### src/rtl/bcd_conv_pkg.sv
// Shared definitions for the serial binary-to-decimal converter.
// Assumes nothing beyond IEEE 1800-2017.
package bcd_conv_pkg;
    localparam int NIB_W = 4;

    typedef enum logic [1:0] {
        ST_IDLE  = 2'd0,
        ST_SHIFT = 2'd1,
        ST_FIN   = 2'd2
    } conv_state_e;
endpackage

### src/rtl/bcd_digit_cell.sv
// One decimal digit of the shift chain. On shift_en it doubles its digit
// and adds shift_in, subtracting ten when the sum reaches ten.
// Assumes the digit stays in 0..9, so the doubled sum never exceeds 19.
module bcd_digit_cell
    import bcd_conv_pkg::*;
(
    input  logic             clk,
    input  logic             rst_n,
    input  logic             clr,
    input  logic             shift_en,
    input  logic             shift_in,
    output logic             carry_out,
    output logic [NIB_W-1:0] digit
);
    logic [NIB_W-1:0] digit_q;
    logic [NIB_W:0]   dbl;
    logic [NIB_W-1:0] digit_nxt;

    // Form the doubled value and its corrected digit.
    always_comb begin
        dbl = {digit_q, shift_in};
        if (dbl >= 5'd10) begin
            digit_nxt = 4'(dbl - 5'd10);
        end else begin
            digit_nxt = dbl[NIB_W-1:0];
        end
    end

    // The carry depends only on the registered digit, never on shift_in.
    assign carry_out = (digit_q >= 4'd5);

    // Digit register: reset, clear on start, update on shift.
    always_ff @(posedge clk) begin
        if (!rst_n) begin
            digit_q <= '0;
        end else if (clr) begin
            digit_q <= '0;
        end else if (shift_en) begin
            digit_q <= digit_nxt;
        end
    end

    assign digit = digit_q;


    digit_range_chk: assert property (@(posedge clk) disable iff (!rst_n)
        digit_q <= 4'd9);


    carry_sub_chk: assert property (@(posedge clk) disable iff (!rst_n)
        (shift_en && !clr && carry_out) |=> (digit_q == 4'(2*$past(digit_q) + {3'd0, $past(shift_in)} - 10)));


    clear_chk: assert property (@(posedge clk) disable iff (!rst_n)
        clr |=> (digit_q == '0));
endmodule

### src/rtl/bcd_seq_ctrl.sv
// Sequencer for the converter. It captures the input on an accepted start,
// feeds its bits MSB first for IN_W cycles, then spends one cycle
// finishing, during which the top level captures the result.
// Assumes IN_W >= 1. A start outside the idle state is dropped.
module bcd_seq_ctrl
    import bcd_conv_pkg::*;
#(
    parameter int IN_W = 16
) (
    input  logic            clk,
    input  logic            rst_n,
    input  logic            start,
    input  logic [IN_W-1:0] bin_in,
    output logic            clr,
    output logic            shift_en,
    output logic            ser_bit,
    output logic            capture,
    output logic            done
);
    localparam int CNT_W = (IN_W > 1) ? $clog2(IN_W) : 1;
    localparam logic [CNT_W-1:0] LAST_CNT = CNT_W'(IN_W - 1);

    conv_state_e     state_q;
    logic [IN_W-1:0] sreg_q;
    logic [CNT_W-1:0] cnt_q;
    logic            done_q;

    // Decode the per-cycle strobes from the state.
    always_comb begin
        clr      = (state_q == ST_IDLE) && start;
        shift_en = (state_q == ST_SHIFT);
        capture  = (state_q == ST_FIN);
        ser_bit  = sreg_q[IN_W-1];
    end

    // State, input shift register and bit counter.
    always_ff @(posedge clk) begin
        if (!rst_n) begin
            state_q <= ST_IDLE;
            sreg_q  <= '0;
            cnt_q   <= '0;
        end else begin
            unique case (state_q)
                ST_IDLE: begin
                    if (start) begin
                        sreg_q  <= bin_in;
                        cnt_q   <= '0;
                        state_q <= ST_SHIFT;
                    end
                end
                ST_SHIFT: begin
                    sreg_q <= sreg_q << 1;
                    cnt_q  <= cnt_q + 1'b1;
                    if (cnt_q == LAST_CNT) begin
                        state_q <= ST_FIN;
                    end
                end
                ST_FIN: begin
                    state_q <= ST_IDLE;
                end
                default: state_q <= ST_IDLE;
            endcase
        end
    end

    // Done pulse, registered alongside the result capture.
    always_ff @(posedge clk) begin
        if (!rst_n) begin
            done_q <= 1'b0;
        end else begin
            done_q <= capture;
        end
    end

    assign done = done_q;


    done_pulse_chk: assert property (@(posedge clk) disable iff (!rst_n)
        done |=> !done);


    accept_chk: assert property (@(posedge clk) disable iff (!rst_n)
        (state_q == ST_IDLE && start) |=> (state_q == ST_SHIFT && sreg_q == $past(bin_in)));


    busy_ignore_chk: assert property (@(posedge clk) disable iff (!rst_n)
        (state_q == ST_SHIFT && start && cnt_q != LAST_CNT) |=> (state_q == ST_SHIFT && cnt_q == $past(cnt_q) + 1'b1));


    fin_ignore_chk: assert property (@(posedge clk) disable iff (!rst_n)
        (state_q == ST_FIN) |=> (state_q == ST_IDLE));


    cnt_bound_chk: assert property (@(posedge clk) disable iff (!rst_n)
        (state_q == ST_SHIFT) |-> (cnt_q <= LAST_CNT));
endmodule

### src/rtl/bin2dec_serial.sv
// Top level of the serial binary-to-decimal converter. It chains NUM_DIG
// digit cells behind the sequencer and registers the result on the
// finishing cycle. Values of 10^NUM_DIG or more wrap modulo 10^NUM_DIG.
// Assumes a synchronous active-low reset at power-up.
module bin2dec_serial
    import bcd_conv_pkg::*;
#(
    parameter int IN_W    = 16,
    parameter int NUM_DIG = 5
) (
    input  logic                     clk,
    input  logic                     rst_n,
    input  logic                     start,
    input  logic [IN_W-1:0]          bin_in,
    output logic [NIB_W*NUM_DIG-1:0] bcd_out,
    output logic                     done
);
    localparam int OUT_W = NIB_W * NUM_DIG;

    logic               clr;
    logic               shift_en;
    logic               ser_bit;
    logic               capture;
    logic [NUM_DIG-1:0] cell_in;
    logic [NUM_DIG-1:0] cell_carry;
    logic [OUT_W-1:0]   digits;
    logic [OUT_W-1:0]   bcd_q;

    bcd_seq_ctrl #(.IN_W(IN_W)) u_ctrl (
        .clk      (clk),
        .rst_n    (rst_n),
        .start    (start),
        .bin_in   (bin_in),
        .clr      (clr),
        .shift_en (shift_en),
        .ser_bit  (ser_bit),
        .capture  (capture),
        .done     (done)
    );

    // The serial bit feeds digit 0; each carry feeds the next digit up.
    assign cell_in[0] = ser_bit;

    for (genvar g = 0; g < NUM_DIG; g++) begin : g_dig
        if (g > 0) begin : g_link
            assign cell_in[g] = cell_carry[g-1];
        end
        bcd_digit_cell u_cell (
            .clk       (clk),
            .rst_n     (rst_n),
            .clr       (clr),
            .shift_en  (shift_en),
            .shift_in  (cell_in[g]),
            .carry_out (cell_carry[g]),
            .digit     (digits[NIB_W*g +: NIB_W])
        );
    end

    // Result register, loaded once per conversion.
    always_ff @(posedge clk) begin
        if (!rst_n) begin
            bcd_q <= '0;
        end else if (capture) begin
            bcd_q <= digits;
        end
    end

    assign bcd_out = bcd_q;


    hold_chk: assert property (@(posedge clk) disable iff (!rst_n)
        !capture |=> $stable(bcd_q));


    valid_digit_chk: assert property (@(posedge clk) disable iff (!rst_n)
        done |-> (bcd_q == $past(digits)));


    top_drop_chk: assert property (@(posedge clk) disable iff (!rst_n)
        (shift_en && cell_carry[NUM_DIG-1]) |=> (digits[OUT_W-1 -: NIB_W] <= 4'd9));
endmodule

### config.mk
export PLATFORM = sky130hd
export DESIGN_NAME = bin2dec_serial
export DESIGN_NICKNAME = d
export VERILOG_FILES = /design/src/rtl/bcd_conv_pkg.sv /design/src/rtl/bcd_digit_cell.sv /design/src/rtl/bcd_seq_ctrl.sv /design/src/rtl/bin2dec_serial.sv
export SDC_FILE = /design/constraint.sdc
export NUM_CORES = 1
export LEC_CHECK = 0
export BUFFER_PORTS_ARGS = -buffer_cell sky130_fd_sc_hd__buf_2
export CORE_ASPECT_RATIO = 0.7
export CORE_MARGIN = 2
export CORE_UTILIZATION = 57
export CTS_CLUSTER_SIZE = 8
export DETAILED_ROUTE_END_ITERATION = 8
export GPL_TIMING_DRIVEN = 1
export PLACE_DENSITY = 0.79
export SETUP_SLACK_MARGIN = 0.2
export SYNTH_ARGS = -nofsm -noshare
export SYNTH_HDL_FRONTEND = slang
export SYNTH_SLANG_ARGS = --single-unit
### constraint.sdc
create_clock -name clk -period 2.35 [get_ports clk]
set_input_delay 0.47 -clock clk [delete_from_list [all_inputs] [get_ports clk]]
set_output_delay 0.47 -clock clk [all_outputs]
set_load 0.01 [all_outputs]
==> results.toml, run 1 <==
[outcome]
status = "completed"

[worst_setup_path]
slowest_delay_ns = 0.49
arrival_ns = 2.05
crit_fanout = 6
critPathKind = "reg2reg"
slowest_stage = "or4_1"
rrSetupSlack_ns = 0.54
endpoint_kind = "register"
r2r-end = "g_dig[3].u_cell.digit[2]$_SDFFE_PP0P_"
reg2reg_depth = 6
critPathTopFamily = "simple AND/OR/NAND/NOR gates"
critPathLaunchType = "register"
required_ns = 2.59
timing.rr.start = "g_dig[2].u_cell.digit[0]$_SDFFE_PP0P_"
crit_buf_inv = 1
crit_chain = "inv_1, ha_1, nand2b_2, a2111oi_1, or4_1, a32o_1"

[hold_path]
min_path_cells = 3
min_to = "u_ctrl.sreg_q[5]$_SDFFE_PN0P_"
min_from = "bin_in[5]"
hp-class = "in2reg"

[place]
place_congestion = 0.854
post-dp-hpwl_mm = 4.45
preCtsSetupSlack_ns = 0.561
placed_area_um2 = 3180
io_buffers = 39

[routing]
vias = 2684
wl_met2_mm = 2.92
ant_nets = 0
wl_per_cell_um = 14.0
drt_iter0_drc = 151
wirelength_mm = 6.61
wirelength_met1_mm = 3.25
viasPerCell = 5.69
drc = 0
routed.top_layer = "met4"
wl_met3_um = 375
firstDrtPassIters = 5

[layout]
diodes = 0
syn_to_final_growth_pct = 12.5
fill_cells = 405
drive_gt1_share_pct = 16.4
layout_common_cells = "nand2_1, dfxtp_1, buf_2"
fin_area_um2 = 3340
layout.nets = 429

[clocking]
post_cts_resize_count = 0
cts_num_sinks = 63
clk_pin_slew_ns = 0.06
clkLatencyLatePin_ns = 0.34
cts_buffers = 9
htree_levels = 3
hold_buffers = 0
cts_buffer_depth = 2
cts_setup_buffers = 0
cts_tree = "done"
root_buffer = "clkbuf_8"

[synthesis]
synth_fp_nets = 398
synthesis.area_um2 = 2970
synth_top_area_cell = "dfxtp_1"
synth_top_area_share_pct = 42.4
ys_seq_elements = 63
ys.flop_type = "dfxtp_1"
synth-edff-count = 0
yosysWarnings = 0
synth.area.top_cells = "dfxtp_1, nand2_1, a21boi_1"
synth_cell_types = 45
ys_async_sr_fraction_pct = 0
synth_cells = 369
avgSynthCellArea_um2 = 8.06
ys_seq_area_share_pct = 42.4

[global_routing]
grt.total_usage_pct = 24.6
grt_start_max_net_pins = 38
grt_pass1_wl_mm = 11.5
grt_overflow = 0
antenna_found_initial = 0
grt_pass1_vias = 2545

[timing]
finalHoldViolCount = 0
skew_ns = 0.00679
max_freq_ghz = 0.551
worst_slack_ns = 0.536
relSlewSlack_pct = 70.6
setup_viol_count_final = 0
rsz0062_at_grt = "no"
tightest_slew_ns = 0.440
tns_ns = 0
slew_viol_final = 0
period_minus_slack_ns = 1.81
fin_crit_sh_pct = 77.2

[pwr]
p_per_area_nw_per_um2 = 634
vdd_drop_max_v = 0.000480
p_leak_nw = 1.34

[floorplanning]
num_rows = 21
die_y_um = 64.4
coreArea_um2 = 4890
start_util_pct = 60.8
die_area_um2 = 5820
ioPinCount = 40
dieWidth_um = 90.3

[run]
drv_cap = 0
==> synthesized netlist by cell type (all sizes together), types with 3 or more instances <==
cell type / count
dfxtp: 63
nand2: 63
o21ai: 34
a21oi: 27
a21boi: 20
nor2: 20
nand3: 17
inv: 16
clkbuf: 14
buf: 13
ha: 10
nand2b: 8
nor2b: 8
a211oi: 7
o22ai: 7
a211o: 4
and2: 4
nand4: 4
o221ai: 4
or3: 3
==> sequential cells by signal (all words and copies together) (netlist names) <==
register	flops
u_ctrl.state_q	2
u_ctrl.done	1
bcd_out	20
u_ctrl.cnt_q	4
g_dig.u_cell.digit	20
u_ctrl.sreg_q	16
==> routing by layer <==
metal | track usage (%) | up-vias
met3 | 8.37 | 6
met4 | 8.27 | 0
met1 | 32.6 | 1258
li1 | - | 1345
met5 | 0 | -
met2 | 38.1 | 75
==> cells by family (layout without fill, tap and decap cells) <==
family / Yosys count / count (layout) / synth area share [%]
DFF: 63 / 63 / 42.4
buffers and inverters: 43 / 77 / 6.52
and+or+nand+nor: 132 / 132 / 20.4
adders and majority gates: 10 / 10 / 4.21
muxes: 2 / 2 / 0.758
AOI/OAI and AO/OA: 119 / 119 / 25.7
==> worst register-to-register path: stages, from the launching register on <==
cell and delay (ns):
dfxtp_1 0.41, inv_1 0.10, ha_1 0.26, nand2b_2 0.11, a2111oi_1 0.09, or4_1 0.49, a32o_1 0.26
==> metrics by stage <==
step	power [W]	cells	util [%]	hold slack, ns
after CTS	0.00213	472	68.4	0.426
final	0.00212	472	68.4	0.435
after global placement	0.00133	458	65.1	0.437
after global routing	0.00222	472	68.4	0.431
after detailed placement	0.00133	458	65.1	0.442
after floorplan	0.00128	369	-	0.442
==> worst max-delay path by stage <==
stage	endpoint	slack (ns)	start	depth (start not counted)
after floorplan	g_dig[3].u_cell.digit[2]$_SDFFE_PP0P_	0.70	g_dig[2].u_cell.digit[0]$_SDFFE_PP0P_	6
after global placement	g_dig[3].u_cell.digit[2]$_SDFFE_PP0P_	0.63	g_dig[2].u_cell.digit[0]$_SDFFE_PP0P_	6
after detailed placement	g_dig[3].u_cell.digit[2]$_SDFFE_PP0P_	0.56	g_dig[2].u_cell.digit[0]$_SDFFE_PP0P_	6
after CTS	g_dig[3].u_cell.digit[2]$_SDFFE_PP0P_	0.55	g_dig[2].u_cell.digit[0]$_SDFFE_PP0P_	6
after global routing	g_dig[3].u_cell.digit[2]$_SDFFE_PP0P_	0.39	g_dig[2].u_cell.digit[1]$_SDFFE_PP0P_	6
final	g_dig[3].u_cell.digit[2]$_SDFFE_PP0P_	0.54	g_dig[2].u_cell.digit[0]$_SDFFE_PP0P_	6
==> layout make-up <==
| type | count | area [um^2] | area share, % |
|---|---|---|---|
| multi-input cells | 263 | 1520 | 45.4 |
| flip-flops and latches | 63 | 1260 | 37.7 |
| repair buffers | 47 | 255 | 7.63 |
| clock buffers | 13 | 159 | 4.75 |
| well taps | 69 | 86.3 | 2.58 |
| inverters | 16 | 60.1 | 1.80 |
| clock inverters | 1 | 5.00 | 0.150 |
==> power breakdown <==
| part | internal [W] | total, W | switching [W] |
|---|---|---|---|
| Combinational | 0.0000767 | 0.000188 | 0.000111 |
| Sequential | 0.00110 | 0.00113 | 0.0000241 |
| Clock | 0.000427 | 0.000809 | 0.000382 |
Power figures use the tool's default switching activity.
==> run 2, diff against run 1 <==
clock period = 1.73 ns   (was 2.35 ns; I/O delays follow)
==> run 2 against run 1 <==
  * Clock skew down 0.0011 ns
  * Global-route usage up 2.6 points
  * Maximum frequency up 15%
  * Core utilization up 6.4 points
==> results.toml, run 2 (same netlist as run 1, synthesis figures left out) <==
[pwr]
p_per_area_nw_per_um2 = 848
vdd_drop_max_v = 0.000676
p_total_w = 0.00310
switching_share_pct = 24.9
power_frac_comb_pct = 9.8
p_int_w = 0.00233
p_clk_share_pct = 40.8
p_switching_w = 0.000772
seq_power_share_pct = 49.4
p_leak_nw = 1.46

[worst_setup_path]
required_ns = 1.98
arrival_ns = 1.84
rrSetupSlack_ns = 0.15
critPathLaunchType = "register"
crit_fanout = 4
timing.rr.start = "g_dig[2].u_cell.digit[0]$_SDFFE_PP0P_"
critPathKind = "reg2reg"
r2r-end = "g_dig[3].u_cell.digit[2]$_SDFFE_PP0P_"
endpoint_kind = "register"
reg2reg_depth = 6

[floorplanning]
die_area_um2 = 5820
start_util_pct = 60.8
die_y_um = 64.4
num_rows = 21
coreArea_um2 = 4890
ioPinCount = 40
dieWidth_um = 90.3

[global_routing]
grt_start_max_net_pins = 21
grt_pass1_wl_mm = 12.5
grt_pass1_vias = 2754
antenna_found_initial = 0
grt.total_usage_pct = 27.2
grt_overflow = 0

[hold_path]
min_from = "bin_in[3]"
min_to = "u_ctrl.sreg_q[3]$_SDFFE_PN0P_"
min_path_cells = 3
hp-class = "in2reg"

[place]
post-dp-hpwl_mm = 4.82
place_congestion = 0.957
placed_area_um2 = 3290
preCtsSetupSlack_ns = 0.0684
io_buffers = 39

[routing]
wirelength_mm = 7.34
drc = 0
ant_nets = 0
viasPerCell = 5.78
drt_iter0_drc = 196
firstDrtPassIters = 5
wl_per_cell_um = 14.9
vias = 2839

[clocking]
hold_buffers = 0
clk_pin_slew_ns = 0.07
cts_buffer_depth = 2
root_buffer = "clkbuf_8"
htree_levels = 3
cts_buffers = 9
cts_num_sinks = 63
clkLatencyLatePin_ns = 0.36
cts_tree = "done"

[timing]
rsz0062_at_grt = "yes"
tightest_slew_ns = 0.341
setup_viol_count_final = 0
tns_ns = 0
worst_slack_ns = 0.147
period_minus_slack_ns = 1.58
fin_crit_sh_pct = 91.5
skew_ns = 0.00571
finalHoldViolCount = 0
relSlewSlack_pct = 77.2
slew_viol_final = 0
max_freq_ghz = 0.632

[layout]
fin_area_um2 = 3660
fin_util_pct = 74.9
seqCellArea_um2 = 1280
fill_cells = 384
layout.nets = 446
layout_common_cells = "nand2_1, dfxtp_1, buf_2"
diodes = 0
drive_gt1_share_pct = 26.3
multi_input_area_um2 = 1640
syn_to_final_growth_pct = 23.1
layout_commonest_cell = "nand2_1"

[run]
drv_cap = 0

[outcome]
status = "completed"
-- run 2: cell count changes in the layout (fill, tap and decap cells not counted), moves of 3 or more --
cell,before,now
ha_1,10,4
buf_4,8,24
ha_4,0,6
dfxtp_2,0,6
inv_2,2,5
inv_4,0,3
inv_1,14,8
dfxtp_4,0,3
nand2b_4,0,3
dfxtp_1,63,54
-- run 2: how the worst max path moves through the flow --
stage | from | endpoint | cells after the start
3_5_place_dp | g_dig[2].u_cell.digit[0]$_SDFFE_PP0P_ | g_dig[3].u_cell.digit[2]$_SDFFE_PP0P_ | 6
6_report | g_dig[2].u_cell.digit[0]$_SDFFE_PP0P_ | g_dig[3].u_cell.digit[2]$_SDFFE_PP0P_ | 6
5_1_grt | g_dig[2].u_cell.digit[0]$_SDFFE_PP0P_ | g_dig[3].u_cell.digit[2]$_SDFFE_PP0P_ | 6
4_1_cts | g_dig[2].u_cell.digit[0]$_SDFFE_PP0P_ | g_dig[3].u_cell.digit[2]$_SDFFE_PP0P_ | 6
2_1_floorplan | g_dig[2].u_cell.digit[0]$_SDFFE_PP0P_ | g_dig[3].u_cell.digit[2]$_SDFFE_PP0P_ | 6
3_3_place_gp | g_dig[2].u_cell.digit[0]$_SDFFE_PP0P_ | g_dig[3].u_cell.digit[2]$_SDFFE_PP0P_ | 6
-- run 2: power by group through the flow --
stage                     clock network [W]  logic (W)  registers [W]
after floorplan                           0   0.000191        0.00155
after global placement                    0   0.000263        0.00156
after detailed placement                  0   0.000272        0.00156
after CTS                           0.00129   0.000288        0.00153
after global routing                0.00136   0.000341        0.00153
final                               0.00126   0.000305        0.00153
-- run 2: area by class of cell --
type / instances / share of cell area, %
Inverter: 16 / 1.85
Clock buffer: 12 / 3.97
Tap cell: 69 / 2.36
Multi-Input combinational cell: 263 / 44.8
Clock inverter: 4 / 1.23
Sequential cell: 63 / 35.0
Timing Repair Buffer: 64 / 10.8
-- run 2: per-stage QoR --
step                hold slack (ns)  cells
floorplan                     0.442    369
global placement              0.437    466
detailed placement            0.442    466
CTS                           0.286    489
global route                  0.305    491
finish                        0.300    491
-- run 2: repair_timing --
action                     CTS  global route
resized for setup           12            19
setup endpoints to repair    5             9
setup buffers                7             2
gates cloned                 0             0
pin swaps                    8             9
-- run 2: routing by layer --
layer / global-route usage [%] / up-vias / wire, um
met2: 44.2 / 111 / 3420
met1: 34.1 / 1335 / 3290
met4: 12.3 / 0 / 125
met3: 7.67 / 11 / 502
met5: 0 / - / 0
li1: - / 1382 / -
-- run 2: critical path, stage by stage, from the launching register on --
cell	delay (ns)
dfxtp_4	0.39
inv_4	0.05
ha_4	0.16
nand2b_4	0.08
a2111oi_4	0.07
or4_1	0.48
a32o_1	0.26
==> run 3, diff against run 2 <==
SYNTH_HIERARCHICAL = 1   (was unset)
==> run 3 against run 2 <==
  * Hold slack gained 0.0044 ns
  * Via count shrank 6.0%
  * Maximum frequency shrank 1.1%
  * Global-route usage shrank 1.5 points
  * Worst setup slack lost 0.017 ns
  * Sequential power is essentially flat
  * Routed wire length shrank 2.0%
  * Largest cell class unchanged
  * First-iteration DRC count shrank 2.6%
  * Clock skew is essentially flat
  * Core utilization grew 3.0 points
  * Highest routed layer unchanged
  * Register-to-register slack lost 0.02 ns
  * Sequential share of layout area shrank 1.6 points
==> results.toml, run 3 <==
[outcome]
status = "completed"

[hold_path]
hp-class = "in2reg"
min_from = "bin_in[13]"
min_to = "u_ctrl/sreg_q[13]$_SDFFE_PN0P_"
min_path_cells = 3

[worst_setup_path]
endpoint_kind = "register"
critPathTopFamily = "simple AND/OR/NAND/NOR gates"
required_ns = 1.96
path_depth = 7
critPathKind = "reg2reg"
slowest_stage = "dfxtp_4"
crit_fanout = 4
crit_chain = "inv_4, ha_4, nand2b_4, nand3_2, nand4bb_1, and4_1, o31a_1"
rrSetupSlack_ns = 0.13
r2r-end = "g_dig[1].u_cell/digit[1]$_SDFFE_PP0P_"
crit_buf_inv = 1
critPathLaunchType = "register"
slowest_delay_ns = 0.37
arrival_ns = 1.83
reg2reg_depth = 7
timing.rr.start = "g_dig[0].u_cell/digit[0]$_SDFFE_PP0P_"

[timing]
rsz0062_at_grt = "yes"
tns_ns = 0
relSlewSlack_pct = 74.2
tightest_slew_ns = 0.386
worst_slack_ns = 0.130
fin_crit_sh_pct = 92.5
slew_viol_final = 0
skew_ns = 0.00552
finalHoldViolCount = 0
period_minus_slack_ns = 1.60
max_freq_ghz = 0.625
setup_viol_count_final = 0

[global_routing]
grt_start_max_net_pins = 35
use_met2_pct = 40.3
use_met1_pct = 33.3
grt_pass1_vias = 2596
grt_overflow = 0
busiest_layer = "met2"
antenna_found_initial = 0
grt.total_usage_pct = 25.7
use_met3_pct = 9.07
grt_pass1_wl_mm = 12.0

[routing]
drc = 0
vias = 2670
ant_nets = 0
wl_per_cell_um = 15.3
drt_iter0_drc = 191
viasPerCell = 5.68
wirelength_mm = 7.19
firstDrtPassIters = 5

[place]
preCtsSetupSlack_ns = 0.00192
post-dp-hpwl_mm = 4.40
place_congestion = 0.789
io_buffers = 39

[floorplanning]
dieWidth_um = 90.4
start_util_pct = 60.7
coreArea_um2 = 4910
die_y_um = 64.5
die_area_um2 = 5830
ioPinCount = 40
num_rows = 21

[clocking]
clkLatencyLatePin_ns = 0.34
cts_num_sinks = 63
cts_buffers = 9
clk_pin_slew_ns = 0.07
root_buffer = "clkbuf_8"
cts_buffer_depth = 2
cts_tree = "done"
htree_levels = 3

[layout]
fill_cells = 343
layout.nets = 425
syn_to_final_growth_pct = 28.3
layout_common_cells = "dfxtp_1, buf_2, buf_4"
drive_gt1_share_pct = 31.4
layout_commonest_cell = "dfxtp_1"
diodes = 0

[synthesis]
synthesis.area_um2 = 2980
yosysWarnings = 6
avgSynthCellArea_um2 = 9.06
synth_fp_nets = 358
synth_cells = 329

[pwr]
vdd_drop_max_v = 0.000644
p_per_area_nw_per_um2 = 844
p_leak_nw = 1.54

[run]
drv_cap = 0
==> run 3: repair_timing <==
item,4_1_cts,5_1_grt
setup buffers,11,5
hold buffers,0,0
endpoints found under the setup margin,8,8
gates resized for setup,26,14
pin swaps,19,18
==> run 3: area by class of cell <==
type / count / area (um^2) / area share (%)
multi-input combinational: 225 / 1680 / 43.9
tap: 69 / 86.3 / 2.26
clock inverter: 3 / 40.0 / 1.05
inverter: 26 / 111 / 2.91
timing repair buffer: 71 / 460 / 12.0
clock buffer: 13 / 169 / 4.41
sequential: 63 / 1280 / 33.4
==> run 3: per-layer routing <==
layer  up-vias  part of all wire (%)
met5         -                     0
met4         0                   1.3
met3        10                   6.2
met2        89                    46
met1      1263                    47
li1       1308                     -
==> run 3: worst min-delay path: stages <==
cell      delay [ns]
buf_2           0.08
o221ai_1        0.09
nor2_1          0.10
==> run 3: worst max path at each step <==
| stage | from | to | slack, ns |
|---|---|---|---|
| floorplan | g_dig[0].u_cell/digit[0]$_SDFFE_PP0P_ | g_dig[1].u_cell/digit[1]$_SDFFE_PP0P_ | 0.19 |
| global placement | g_dig[1].u_cell/digit[1]$_SDFFE_PP0P_ | g_dig[2].u_cell/digit[1]$_SDFFE_PP0P_ | 0.07 |
| detailed placement | g_dig[2].u_cell/digit[1]$_SDFFE_PP0P_ | g_dig[3].u_cell/digit[1]$_SDFFE_PP0P_ | 0.002 |
| CTS | g_dig[2].u_cell/digit[1]$_SDFFE_PP0P_ | g_dig[3].u_cell/digit[2]$_SDFFE_PP0P_ | 0.13 |
| global route | g_dig[0].u_cell/digit[0]$_SDFFE_PP0P_ | g_dig[1].u_cell/digit[1]$_SDFFE_PP0P_ | 0.06 |
| finish | g_dig[0].u_cell/digit[0]$_SDFFE_PP0P_ | g_dig[1].u_cell/digit[1]$_SDFFE_PP0P_ | 0.13 |
==> run 3: power breakdown <==
| group | total [W] | internal, W | switching (W) |
|---|---|---|---|
| combinational | 0.000355 | 0.000170 | 0.000184 |
| sequential | 0.00156 | 0.00151 | 0.0000540 |
| clock | 0.00131 | 0.000779 | 0.000535 |
==> run 3: metrics by stage <==
| stage | utilization (%) | hold slack [ns] | instances | area [um^2] | total power [W] |
|---|---|---|---|---|---|
| global route | 77.9 | 0.321 | 470 | 3830 | 0.00338 |
| floorplan | - | 0.441 | 329 | 3020 | 0.00179 |
| detailed placement | 68.5 | 0.460 | 438 | 3360 | 0.00190 |
| finish | 77.9 | 0.304 | 470 | 3830 | 0.00323 |
| CTS | 75.8 | 0.296 | 465 | 3720 | 0.00322 |
| global placement | 68.5 | 0.454 | 438 | 3360 | 0.00189 |
